### src/rtl/sync_shift_pkg.sv
package sync_shift_pkg;

  typedef struct packed {
    logic loadData;
    logic sampleIn;
    logic shiftOut;
  } dpStrobe_t;

  localparam logic [1:0] ADDR_DATA = 2'd0;
  localparam logic [1:0] ADDR_CFG  = 2'd1;
  localparam logic [1:0] ADDR_STAT = 2'd2;

  localparam int CFG_EN_BIT     = 0;
  localparam int CFG_MASTER_BIT = 1;
  localparam int CFG_RATE_LSB   = 2;
  localparam int CFG_BITS       = 4;

  localparam int DIV_W = 3;

  // Strobes per half period of the master shift clock.
  function automatic logic [DIV_W-1:0] halfTicks(input logic [1:0] rateCode);
    logic [DIV_W-1:0] h;
    if (rateCode[1])      h = 3'd4;
    else if (rateCode[0]) h = 3'd2;
    else                  h = 3'd1;
    return h;
  endfunction

endpackage

### src/rtl/sync_shift_datapath.sv
module sync_shift_datapath
  import sync_shift_pkg::*;
#(
  parameter int DATA_W = 8
) (
  input  logic              clk,
  input  logic              rstN,
  input  dpStrobe_t         strobe,
  input  logic [DATA_W-1:0] loadValue,
  input  logic              serIn,
  output logic [DATA_W-1:0] shiftReg,
  output logic              serOut
);

  logic sampleBit;

  always_ff @(posedge clk) begin
    if (!rstN) begin
      shiftReg  <= '0;
      sampleBit <= 1'b0;
    end else begin
      if (strobe.sampleIn) sampleBit <= serIn;
      if (strobe.loadData)
        shiftReg <= loadValue;
      else if (strobe.shiftOut)
        shiftReg <= {shiftReg[DATA_W-2:0], sampleBit};
    end
  end

  assign serOut = shiftReg[DATA_W-1];

endmodule

### src/rtl/sync_shift_ctrl.sv
module sync_shift_ctrl
  import sync_shift_pkg::*;
#(
  parameter int DATA_W = 8
) (
  input  logic                clk,
  input  logic                rstN,
  input  logic                cycleTick,
  input  logic                hostWrEn,
  input  logic [1:0]          hostAddr,
  input  logic [CFG_BITS-1:0] hostCtlBits,
  input  logic                sclkIn,
  output dpStrobe_t           strobe,
  output logic                sclkOut,
  output logic                busy,
  output logic                enable,
  output logic                master,
  output logic [1:0]          rateSel
);

  localparam int BIT_CNT_W = $clog2(DATA_W);
  localparam logic [BIT_CNT_W-1:0] LAST_BIT = BIT_CNT_W'(DATA_W - 1);

  logic [1:0]           syncQ;
  logic                 sclkInPrev;
  logic [DIV_W-1:0]     divCnt;
  logic [BIT_CNT_W-1:0] bitCnt;
  logic                 sclkQ;

  logic cfgWrite, statWrite, dataWrite;
  logic enableNext, startReq, stopReq;
  logic [DIV_W-1:0] halfLimit;
  logic tickHit, slaveRise, slaveFall;
  logic riseEv, fallEv, sampleEv, shiftEv;
  logic busyNext;

  always_comb begin
    cfgWrite   = hostWrEn && (hostAddr == ADDR_CFG);
    statWrite  = hostWrEn && (hostAddr == ADDR_STAT);
    dataWrite  = hostWrEn && (hostAddr == ADDR_DATA);
    enableNext = cfgWrite ? hostCtlBits[CFG_EN_BIT] : enable;
    startReq   = statWrite && hostCtlBits[0] && !busy && enable && enableNext;
    stopReq    = statWrite && !hostCtlBits[0];
    halfLimit  = halfTicks(rateSel) - 3'd1;
    tickHit    = busy && master && cycleTick && (divCnt == halfLimit);
    slaveRise  = busy && !master && syncQ[1] && !sclkInPrev;
    slaveFall  = busy && !master && !syncQ[1] && sclkInPrev;
    riseEv     = master ? (tickHit && !sclkQ) : slaveRise;
    fallEv     = master ? (tickHit && sclkQ) : slaveFall;
    sampleEv   = riseEv && !stopReq;
    shiftEv    = fallEv && !stopReq;

    if (!enableNext)                       busyNext = 1'b0;
    else if (startReq)                     busyNext = 1'b1;
    else if (stopReq)                      busyNext = 1'b0;
    else if (shiftEv && bitCnt == LAST_BIT) busyNext = 1'b0;
    else                                   busyNext = busy;

    strobe.loadData = dataWrite && !busy;
    strobe.sampleIn = sampleEv;
    strobe.shiftOut = shiftEv;
  end

  // External clock synchroniser and edge history.
  always_ff @(posedge clk) begin
    if (!rstN) begin
      syncQ      <= '0;
      sclkInPrev <= 1'b0;
    end else begin
      syncQ      <= {syncQ[0], sclkIn};
      sclkInPrev <= syncQ[1];
    end
  end

  // Configuration register.
  always_ff @(posedge clk) begin
    if (!rstN) begin
      enable  <= 1'b0;
      master  <= 1'b0;
      rateSel <= 2'b00;
    end else if (cfgWrite) begin
      enable  <= hostCtlBits[CFG_EN_BIT];
      master  <= hostCtlBits[CFG_MASTER_BIT];
      rateSel <= hostCtlBits[CFG_RATE_LSB +: 2];
    end
  end

  // Transfer sequencing: busy, bit count, divider, shift clock.
  always_ff @(posedge clk) begin
    if (!rstN) begin
      busy   <= 1'b0;
      bitCnt <= '0;
      divCnt <= '0;
      sclkQ  <= 1'b0;
    end else begin
      busy <= busyNext;

      if (startReq)     bitCnt <= '0;
      else if (shiftEv) bitCnt <= bitCnt + 1'b1;

      if (startReq || tickHit)            divCnt <= '0;
      else if (busy && master && cycleTick) divCnt <= divCnt + 1'b1;

      if (!busyNext || startReq) sclkQ <= 1'b0;
      else if (tickHit)          sclkQ <= ~sclkQ;
    end
  end

  assign sclkOut = sclkQ;

endmodule

### src/rtl/sync_shift_port.sv
module sync_shift_port
  import sync_shift_pkg::*;
#(
  parameter int DATA_W = 8
) (
  input  logic              clk,
  input  logic              rstN,
  input  logic              cycleTick,
  input  logic              hostWrEn,
  input  logic [1:0]        hostAddr,
  input  logic [DATA_W-1:0] hostWrData,
  output logic [DATA_W-1:0] hostRdData,
  input  logic              serIn,
  output logic              serOut,
  input  logic              sclkIn,
  output logic              sclkOut,
  output logic              pinsClaimed
);

  dpStrobe_t         strobe;
  logic [DATA_W-1:0] shiftData;
  logic              busyFlag, enableFlag, masterFlag;
  logic [1:0]        rateCode;

  sync_shift_ctrl #(.DATA_W(DATA_W)) u_ctrl (
    .clk        (clk),
    .rstN       (rstN),
    .cycleTick  (cycleTick),
    .hostWrEn   (hostWrEn),
    .hostAddr   (hostAddr),
    .hostCtlBits(hostWrData[CFG_BITS-1:0]),
    .sclkIn     (sclkIn),
    .strobe     (strobe),
    .sclkOut    (sclkOut),
    .busy       (busyFlag),
    .enable     (enableFlag),
    .master     (masterFlag),
    .rateSel    (rateCode)
  );

  sync_shift_datapath #(.DATA_W(DATA_W)) u_dp (
    .clk      (clk),
    .rstN     (rstN),
    .strobe   (strobe),
    .loadValue(hostWrData),
    .serIn    (serIn),
    .shiftReg (shiftData),
    .serOut   (serOut)
  );

  always_comb begin
    hostRdData = '0;
    case (hostAddr)
      ADDR_DATA: hostRdData = shiftData;
      ADDR_CFG: begin
        hostRdData[CFG_EN_BIT]          = enableFlag;
        hostRdData[CFG_MASTER_BIT]      = masterFlag;
        hostRdData[CFG_RATE_LSB +: 2]   = rateCode;
      end
      ADDR_STAT: hostRdData[0] = busyFlag;
      default:   hostRdData = '0;
    endcase
  end

  assign pinsClaimed = enableFlag;

endmodule

### config.mk
export PLATFORM = sky130hd
export DESIGN_NAME = sync_shift_port
export DESIGN_NICKNAME = d
export VERILOG_FILES = /design/src/rtl/sync_shift_pkg.sv /design/src/rtl/sync_shift_datapath.sv /design/src/rtl/sync_shift_ctrl.sv /design/src/rtl/sync_shift_port.sv
export SDC_FILE = /design/constraint.sdc
export NUM_CORES = 1
export LEC_CHECK = 0
export BUFFER_PORTS_ARGS = -buffer_cell sky130_fd_sc_hd__buf_2
export CORE_UTILIZATION = 54
export DETAILED_ROUTE_END_ITERATION = 12
export PLACE_DENSITY_LB_ADDON = 0.1
export SYNTH_ARGS = -nofsm -noshare
export SYNTH_HDL_FRONTEND = slang
export SYNTH_SLANG_ARGS = --single-unit
### constraint.sdc
create_clock -name clk -period 2.5 [get_ports clk]
set_clock_uncertainty 0.2 [all_clocks]
set_input_delay 0.25 -clock clk [delete_from_list [all_inputs] [get_ports clk]]
set_output_delay 0.25 -clock clk [all_outputs]
set_load 0.1 [all_outputs]
==> results of run 1 <==
worst max-delay path by stage:
| stage | from | to |
|---|---|---|
| after floorplan | u_ctrl.busy | hostRdData[0] |
| after CTS | u_ctrl.rateSel[1] | u_dp.shiftReg[6] |
| after detailed placement | u_ctrl.rateSel[1] | u_ctrl.bitCnt[2] |
| final | u_ctrl.rateSel[1] | u_dp.shiftReg[6] |
| after global routing | u_ctrl.rateSel[1] | u_ctrl.bitCnt[1] |
| after global placement | u_ctrl.rateSel[1] | u_ctrl.bitCnt[1] |
state kept, by name (all words and copies together), names as in the netlist:
| register | flops |
|---|---|
| u_dp.shiftReg | 8 |
| u_dp.sampleBit | 1 |
| u_ctrl.bitCnt | 3 |
| u_ctrl.master | 1 |
| u_ctrl.divCnt | 3 |
| u_ctrl.sclkInPrev | 1 |
| u_ctrl.enable | 1 |
| u_ctrl.busy | 1 |
| u_ctrl.syncQ | 2 |
| u_ctrl.rateSel | 2 |
| u_ctrl.sclkOut | 1 |
through the flow:
| stage | power, mW | worst slack [ns] | util | hold WS, ns | cell area (um2) |
|---|---|---|---|---|---|
| 2_1_floorplan | 0.5032 | 0.02239 | - | 0.1773 | 1401 |
| 3_3_place_gp | 0.5298 | 0.06073 | 0.6259 | 0.2221 | 1536 |
| 3_5_place_dp | 0.5322 | -0.03067 | 0.6259 | 0.2516 | 1536 |
| 4_1_cts | 0.6966 | 0.1484 | 0.6463 | 0.008800 | 1587 |
| 5_1_grt | 0.7238 | 0.0006606 | 0.6463 | 0.01942 | 1587 |
| 6_report | 0.6919 | 0.1535 | 0.6463 | 0.007684 | 1587 |
report_power, final:
part	internal [mW]	switching, mW
Combinational	0.0427	0.0821
Sequential	0.393	0.00858
Clock	0.0563	0.109
Total	0.492	0.200
area by class of cell:
| type | count | area [um2] |
|---|---|---|
| Tap cell | 30 | 37.54 |
| Fill cell | 229 | 868.3 |
| Multi-Input combinational cell | 118 | 877.1 |
| Inverter | 1 | 3.754 |
| Timing Repair Buffer | 30 | 165.2 |
| Clock buffer | 3 | 22.52 |
| Sequential cell | 24 | 480.5 |
timing repair:
action	CTS	global route
endpoints found under the hold margin	2	0
hold buffers	2	0
setup endpoints to repair	3	0
resized for setup	1	0
setup buffers	0	0
critical path: cells and delay by family (launching register included):
family / cells / cell delay (ns)
compound gates: 2 / 0.35
xor+xnor: 1 / 0.17
fa+ha+maj: 1 / 0.33
buf+inv: 1 / 0.18
flops: 1 / 0.37
simple gates: 3 / 0.68
metal layers:
metal	vias up	wire length [um]
met3	4	110
met4	0	39
met5	-	0
met1	540	1341
met2	25	1342
li1	592	-
layout by cell type (no fill, tap or decap), types with 2 or more instances in the layout:
| master | netlist | layout |
|---|---|---|
| buf_4 | 3 | 2 |
| nand3b_1 | 2 | 2 |
| nand4_1 | 2 | 2 |
| a21boi_0 | 3 | 3 |
| dlygate4sd3_1 | 0 | 2 |
| buf_2 | 2 | 26 |
| mux2i_1 | 9 | 9 |
| nor2_1 | 21 | 21 |
| and4bb_2 | 2 | 2 |
| nand3_1 | 4 | 4 |
| or2_2 | 2 | 2 |
| xor2_1 | 3 | 3 |
| ha_1 | 4 | 4 |
| dfxtp_1 | 24 | 24 |
| a221oi_2 | 8 | 8 |
| and2_1 | 7 | 7 |
| nand2_1 | 15 | 15 |
| nand2b_1 | 3 | 3 |
| xnor2_1 | 2 | 2 |
| clkbuf_4 | 0 | 3 |
| nor3_1 | 5 | 5 |
| o21ai_0 | 8 | 8 |
logic make-up after synthesis:
kind of cell,count (synthesis),synth area share
AOI/OAI and AO/OA,26,0.1759
xor gates and xnor gates,6,0.04287
adders and majority gates,4,0.03572
buffers and inverters,8,0.03660
DFF,24,0.3429
muxes,11,0.08303
and+or+nand+nor,71,0.2830
==> qor.yml, run 1 <==
outcome: "completed"
cp_cell_sequence: "or2_2 > ha_1 > xor2_2 > nand4_1 > a21boi_2 > or2_1 > buf_4 > a221oi_2"
drv_cap: 0
p_per_area_nw_per_um2: 436.1
yosys-top-cells-count: "dfxtp_1, nor2_1, nand2_1, mux2i_1"
floorplan.initialDensity: 0.5708
rows: 18
use_met1: 0.2805
slowest_stage: "dfxtp_1"
hp-class: "in -> reg"
setup_viol: 0
synth_cell_types: 41
grt_pass1_wl_mm: 4.719
slew_headroom: 0.4866
synth_area_leader_cell: "dfxtp_1"
synth_edf_count: 0
grt-busiest-layer: "met2"
maxSlewViolCount: 0
grt_pass1_vias: 1115
globalRouteMet2Util: 0.4093
worstSkewPairLatency_ns: 0.31
antenna_found_initial: 0
end_kind: "flop"
dp.cells: 201
required_ns: 2.54
hold_depth: 3
worstPathArrival_ns: 2.38
synthMostInstantiatedCell: "dfxtp_1"
gp_congestion: 0.7989
reg2reg_from: "u_ctrl.rateSel[1]"
ioPinCount: 27
avgRoutedWirePerCell_um: 13.75
period_needed_ns: 2.346
grt_overflow_total: 0
reg2reg_depth: 8
finalHoldViolations: 0
finalWirelength_mm: 2.833
critPathKind: "reg -> reg"
die-area_um2: 2803
cts_made_buffers: 3
drc: 0
path_clk_slew_ns: 0.12
worst_pin_slew_ns: 0.7680
synth_area_per_cell_um2: 9.342
instances_no_fill: 206
worstHoldStart: "hostWrData[2]"
nets: 198
syn-instance-count: 150
syn_nets: 170
cts-root-buf: "clkbuf_4"
ff2ff_setup_slack_ns: 0.15
track_usage: 0.2323
antenna_cells: 0
port_buffers: 26
ys_seq_area_frac: 0.3429
async_flop_share: 0
synth_area_leaders: "dfxtp_1, a221oi_2, mux2i_1, nor2_1, nand2_1"
drive_above_1_share: 0.2955
cpPeakStageDelay_ns: 0.37
start_kind: "flop"
detail-route-antenna-nets: 0
drt_pass1_iterations: 4
ir_drop_v: 0.0003543
ys_ff_latch: 24
critPathMaxFanout: 8
die_h_um: 52.94
p_leak_nw: 0.7012
area_delta_synth_final_pct: 13.21
viasPerCell: 5.636
rsz0062_at_grt: "no"
num_vias: 1161
cts.sinks: 24
ys.flop_type: "dfxtp_1"
grtUsageMet3: 0.03736
dp_hpwl_mm: 2.134
cts_tree: "yes"
grt_max_degree: 21
yosys_warnings: 0
hold_path_end: "u_ctrl.rateSel[0]"
cts.htree.levels: 1
core_um2: 2455
drt_iter0_drc: 20
die_w_um: 52.94
syn_area_um2: 1401
synthDominantCellAreaShare: 0.3429
reg2reg_to: "u_dp.shiftReg[6]"
fin_tns_setup_ns: 0
max_freq_ghz: 0.4262
final.period_utilization: 0.9386
clockBufferDepth: 2
Note: power is estimated with default switching activity, not from simulation.
==> inputs of run 2 (changes only) <==
Settings changed: ABC_AREA from default to 1, CORE_UTILIZATION 54 to 53.
==> run 2 against run 1 <==
Against the previous run:
- sequential share of layout area up 1.5 points
- synthesized area is 6.9% lower
- wire length decreased by 4.4%
- synthesized cell count is 29% higher
- cell area shrank 4.5%
- die area down 4.9%
- first-iteration DRC count is 45% higher
- non-clock buffer count decreased by 1
- via count is 8.6% higher
- worst setup slack improved by 0.12 ns
- largest cell class unchanged
- clock power is 22% higher
- clock-buffer cell count increased by 1
==> qor.yml, run 2 <==
power_frac_seq: 0.562
dp_hpwl_mm: 2.104
synth-compound-area-share: 0.1649
synth_cell_types: 23
synthMuxAreaShare: 0
switching_share: 0.2751
slew_headroom: 0.6748
total_power_mw: 0.7092
slowest_stage: "dfxtp_1"
synth_top_family_by_area: "simple AND/OR/NAND/NOR gates"
dp.cells: 245
pwr-share-comb: 0.155
ff2ff_setup_slack_ns: 0.27
switchingPower_mw: 0.1951
drv_cap: 0
drive_above_1_share: 0.1794
grt_pass1_vias: 1112
cts-root-buf: "clkbuf_4"
crit_end: "u_ctrl.bitCnt[0]"
cpPeakStageDelay_ns: 0.35
cts.sinks: 24
antenna_cells: 0
finalHoldViolations: 0
p_clk_frac: 0.283
drt_iter0_drc: 29
synthAdderAreaFrac: 0.03835
syn-instance-count: 194
instances_no_fill: 251
worst_pin_slew_ns: 0.4912
grt_overflow_total: 0
p_leak_nw: 0.7008
drc: 0
antenna_found_initial: 0
viasPerCell: 5.024
detail-route-antenna-nets: 0
start_kind: "flop"
nets: 244
largest_reg_flops: 8
synthMostInstantiatedCell: "nand2_1"
utilization: 0.6658
yosys.area_share.simple: 0.3183
core_um2: 2276
grt_max_degree: 21
worstSkewPairLatency_ns: 0.31
die_h_um: 51.62
synth_area_leaders: "dfxtp_1, nand2_1, inv_1, a21oi_1, nand3_1"
layout_commonest_cell: "nand2_1"
port_buffers: 26
rows: 17
num_vias: 1261
reg2reg_depth: 13
end_kind: "flop"
clockBufferDepth: 2
track_usage: 0.2245
final_cell_mix: "nand2_1, inv_1, buf_2, dfxtp_1, nor2_1"
multi_input_area_um2: 691.9
die-area_um2: 2665
maxSlewViolCount: 0
top_register: "u_dp.shiftReg"
cts_made_buffers: 3
p_per_area_nw_per_um2: 468.1
crit_top_cell: "nand2_2"
synth_area_leader_cell: "dfxtp_1"
outcome: "completed"
avgRoutedWirePerCell_um: 10.79
postLayoutSetupSlackWorst_ns: 0.2712
startpoint: "u_ctrl.rateSel[1]"
finalWirelength_mm: 2.708
seqCellArea_um2: 481.7
final_area_um2: 1515
reg2reg_from: "u_ctrl.rateSel[1]"
rsz0062_at_grt: "no"
floorplan.initialDensity: 0.5734
synth_area_per_cell_um2: 6.727
cts_tree: "yes"
required_ns: 2.55
yosys-top-cells-count: "nand2_1, inv_1, dfxtp_1, nor2_1"
ioPinCount: 27
drt_pass1_iterations: 4
power.internal_mw: 0.5141
setup_viol: 0
ys_ff_latch: 24
period_needed_ns: 2.229
cp_cell_sequence: "nor2_1 > inv_1 > ha_1 > inv_1 > nand2_1 > nand2_1 > nand2_2 > nor2_4 > nand3_2 > nand2_2 > nand2_2 > or2_0 > a21boi_1"
ys.flop_type: "dfxtp_1"
final.period_utilization: 0.8915
yosys_warnings: 0
reg_top3: "u_dp.shiftReg: 8 flops, u_ctrl.bitCnt: 3 flops, u_ctrl.divCnt: 3 flops"
max_freq_ghz: 0.4487
async_flop_share: 0
syn_area_um2: 1305
path_clk_slew_ns: 0.13
cts_setup_buffers: 0
die_w_um: 51.62
ys_seq_area_frac: 0.3682
nFillCells: 222
hold_slack_ns: 0.009801
ir_drop_v: 0.0003373
worstPathArrival_ns: 2.28
syn_nets: 214
gp_congestion: 0.7994
hp-class: "in -> reg"
fin_tns_setup_ns: 0
synthDominantCellAreaShare: 0.3682
reg2reg_to: "u_ctrl.bitCnt[0]"
synthXorXnorAreaFrac: 0.006711
synth_edf_count: 0
grt_pass1_wl_mm: 4.526
cts.htree.levels: 1
pre_cts_slack_ns: 0.3189
critPathMaxFanout: 20
area_delta_synth_final_pct: 16.11
postPlaceCellArea_um2: 1459
critPathKind: "reg -> reg"
[run 2: cell types whose count changed after synthesis, moves of 4 or more]
cell      previous run  this run
a21oi_1              1        16
nor3_1               5         0
inv_1                1        29
nand2_1             15        49
a221oi_2             8         0
and2_1               7         0
mux2i_1              9         0
o21a_1               0         7
o21ai_0              8        12
nand3_1              4        16
[run 2: how the worst min path moves through the flow]
stage	startpoint	to	slack, ns	depth (start not counted)
after floorplan	rstN	u_ctrl.syncQ[0]	0.14	2
after global routing	serIn	u_dp.sampleBit	0.02	3
final	serIn	u_dp.sampleBit	0.01	3
after CTS	serIn	u_dp.sampleBit	0.004	3
after detailed placement	u_ctrl.syncQ[0]	u_ctrl.syncQ[1]	0.20	2
after global placement	u_ctrl.syncQ[0]	u_ctrl.syncQ[1]	0.20	2
[run 2: cell type report]
type	instances	share of cell area
multi-input combinational	136	0.4566
sequential	24	0.3179
timing repair buffer	29	0.1040
inverter	30	0.07432
clock buffer	4	0.02395
tap	28	0.02312
[run 2: timing repair]
item	4_1_cts	5_1_grt
endpoints found under the setup margin	0	0
hold buffers	2	0
hold endpoints to repair	2	0
resized for setup	0	0
[run 2: cells by family (layout without fill, tap and decap cells)]
kind of cell               count (synthesis)  after routing
AOI/OAI and AO/OA                         38             38
xor gates and xnor gates                   1              1
adders and majority gates                  4              4
buffers and inverters                     34             63
DFF                                       24             24
and+or+nand+nor                           93             93
[run 2: power by group through the flow]
| stage | Clock (mW) | Sequential, mW | Combinational, mW |
|---|---|---|---|
| floorplan | 0 | 0.416 | 0.0674 |
| global placement | 0 | 0.407 | 0.104 |
| detailed placement | 0 | 0.407 | 0.107 |
| CTS | 0.209 | 0.399 | 0.110 |
| global route | 0.219 | 0.400 | 0.121 |
| finish | 0.201 | 0.399 | 0.110 |
[run 2: critical path, delay by kind of cell (launching register included)]
| family | cells | cell delay (ns) |
|---|---|---|
| AND/OR/NAND/NOR | 9 | 1.07 |
| AO/OA/AOI/OAI | 1 | 0.12 |
| buffers and inverters | 2 | 0.12 |
| flip-flops | 1 | 0.35 |
| adder cells (fa/ha/maj) | 1 | 0.31 |
[run 2: metal layers]
layer | share of wire | track usage | wire length (um) | vias up
met5 | 0 | 0 | 0 | -
met4 | 0.011 | 0.06757 | 31 | 0
met3 | 0.046 | 0.03801 | 124 | 6
met2 | 0.44 | 0.3831 | 1187 | 33
met1 | 0.50 | 0.2867 | 1364 | 551
li1 | - | - | - | 671
==> inputs of run 3 (changes only) <==
Settings changed: CORE_UTILIZATION 53 to 50.
==> run 3 against run 2 <==
Against the previous run:
- sequential power about the same
- utilization down 4.7 points
- sequential share of layout area down 0.39 points
- worst hold slack better by 0.0048 ns
- wire length up 0.18%
- power up 11%
- first-iteration DRC count up 17%
- final cell count up 0.80%
==> qor.yml, run 3 (synthesis results as in run 2) <==
outcome: "completed"
clockBufferDepth: 2
num_vias: 1264
drc: 0
path_clk_slew_ns: 0.14
critPathMaxFanout: 20
grt_pass1_vias: 1117
rsz0062_at_grt: "no"
drt-met1-wl_mm: 1.433
cts.htree.levels: 1
die_w_um: 53.09
drive_above_1_share: 0.1794
worst_pin_slew_ns: 0.4863
hold_slack_ns: 0.01456
avgRoutedWirePerCell_um: 10.72
routed-wl-met3_um: 100
met2_length_mm: 1.154
ir_drop_v: 0.0005748
nets: 244
drt_iter0_drc: 34
period_needed_ns: 2.148
cts_made_buffers: 3
cts_tree: "yes"
antenna_found_initial: 0
reg_top3: "u_dp.shiftReg: 8 flops, u_ctrl.bitCnt: 3 flops, u_ctrl.divCnt: 3 flops"
start_kind: "flop"
dp_hpwl_mm: 2.095
cpPeakStageDelay_ns: 0.35
cts-root-buf: "clkbuf_4"
die-area_um2: 2819
slew_headroom: 0.6780
ioPinCount: 27
setup_viol: 0
slowest_stage: "dfxtp_1"
drt_pass1_iterations: 4
crit_top_cell: "nand2_2"
cts.sinks: 24
required_ns: 2.57
instances_no_fill: 253
hp-class: "in -> reg"
core_um2: 2477
grt_max_degree: 21
p_per_area_nw_per_um2: 514.5
finalHoldViolations: 0
max_freq_ghz: 0.4656
utilization: 0.6192
track_usage: 0.2235
cp_cell_sequence: "nor2_1 > inv_1 > ha_1 > inv_1 > nand2_1 > nand2_1 > nand2_2 > nor2_4 > nand3_2 > nand2_2 > nand2_2 > or2_0 > a21boi_1"
floorplan.initialDensity: 0.5268
finalWirelength_mm: 2.713
rows: 18
worstPathArrival_ns: 2.21
viasPerCell: 4.996
final_cell_mix: "nand2_1, inv_1, buf_2, dfxtp_1, nor2_1"
critPathKind: "reg -> reg"
detail-route-antenna-nets: 0
end_kind: "flop"
post_cts_resized: 0
drv_cap: 0
grt_overflow_total: 0
top_register: "u_dp.shiftReg"
dp.cells: 247
gp_congestion: 0.8107
worstSkewPairLatency_ns: 0.32
maxSlewViolCount: 0
routed.top_layer: "met4"
p_leak_nw: 0.7077
final.period_utilization: 0.8591
antenna_cells: 0
port_buffers: 26
final_area_um2: 1534
area_delta_synth_final_pct: 17.55
die_h_um: 53.09
layout_commonest_cell: "nand2_1"
grt_pass1_wl_mm: 4.623
postPlaceCellArea_um2: 1461
largest_reg_flops: 8
[run 3: layer usage]
metal	up-vias	global-route usage
met3	4	0.03161
li1	677	-
met4	0	0.09649
met5	-	0
met1	557	0.3033
met2	26	0.3481
[run 3: path summary, 6_finish.rpt]
path,startpoint,endpoint,slack (ns),depth (start not counted)
max,u_ctrl.rateSel[1],u_ctrl.bitCnt[0],0.35,13
min,rstN,u_ctrl.syncQ[0],0.01,3
max reg2reg,u_ctrl.rateSel[1],u_ctrl.bitCnt[0],0.35,13
min reg2reg,u_ctrl.syncQ[0],u_ctrl.syncQ[1],0.23,2
[run 3: final cells by class]
type,count,area [um2]
Clock inverter,1,30.03
Clock buffer,3,22.52
Multi-Input combinational cell,136,691.9
Fill cell,248,943.4
Tap cell,30,37.54
Timing Repair Buffer,29,157.7
Sequential cell,24,481.7
Inverter,30,112.6
[run 3: repair_timing]
action,CTS,global route
hold endpoints to repair,2,0
hold buffers,2,0
setup buffers,0,0
[run 3: power by group]
group | total, mW | internal [mW] | switching [mW]
registers | 0.399 | 0.392 | 0.00672
clock network | 0.281 | 0.162 | 0.119
logic | 0.109 | 0.0328 | 0.0765
total | 0.789 | 0.587 | 0.202
[run 3: per-stage QoR]
step                      setup TNS [ns]  setup WS [ns]  total power, mW
after detailed placement               0         0.3642           0.5140
after floorplan                   -1.805        -0.5294           0.4831
final                                  0         0.3523           0.7893
after CTS                              0         0.3411           0.7976
after global routing                   0         0.1277           0.8190
after global placement                 0         0.4223           0.5110
[run 3: critical path, delay by kind of cell, from the launching register on]
| kind | cells | cell delay, ns |
|---|---|---|
| buffers and inverters | 2 | 0.12 |
| DFF | 1 | 0.35 |
| adders and majority gates | 1 | 0.30 |
| AOI/OAI and AO/OA | 1 | 0.11 |
| and+or+nand+nor | 9 | 1.00 |
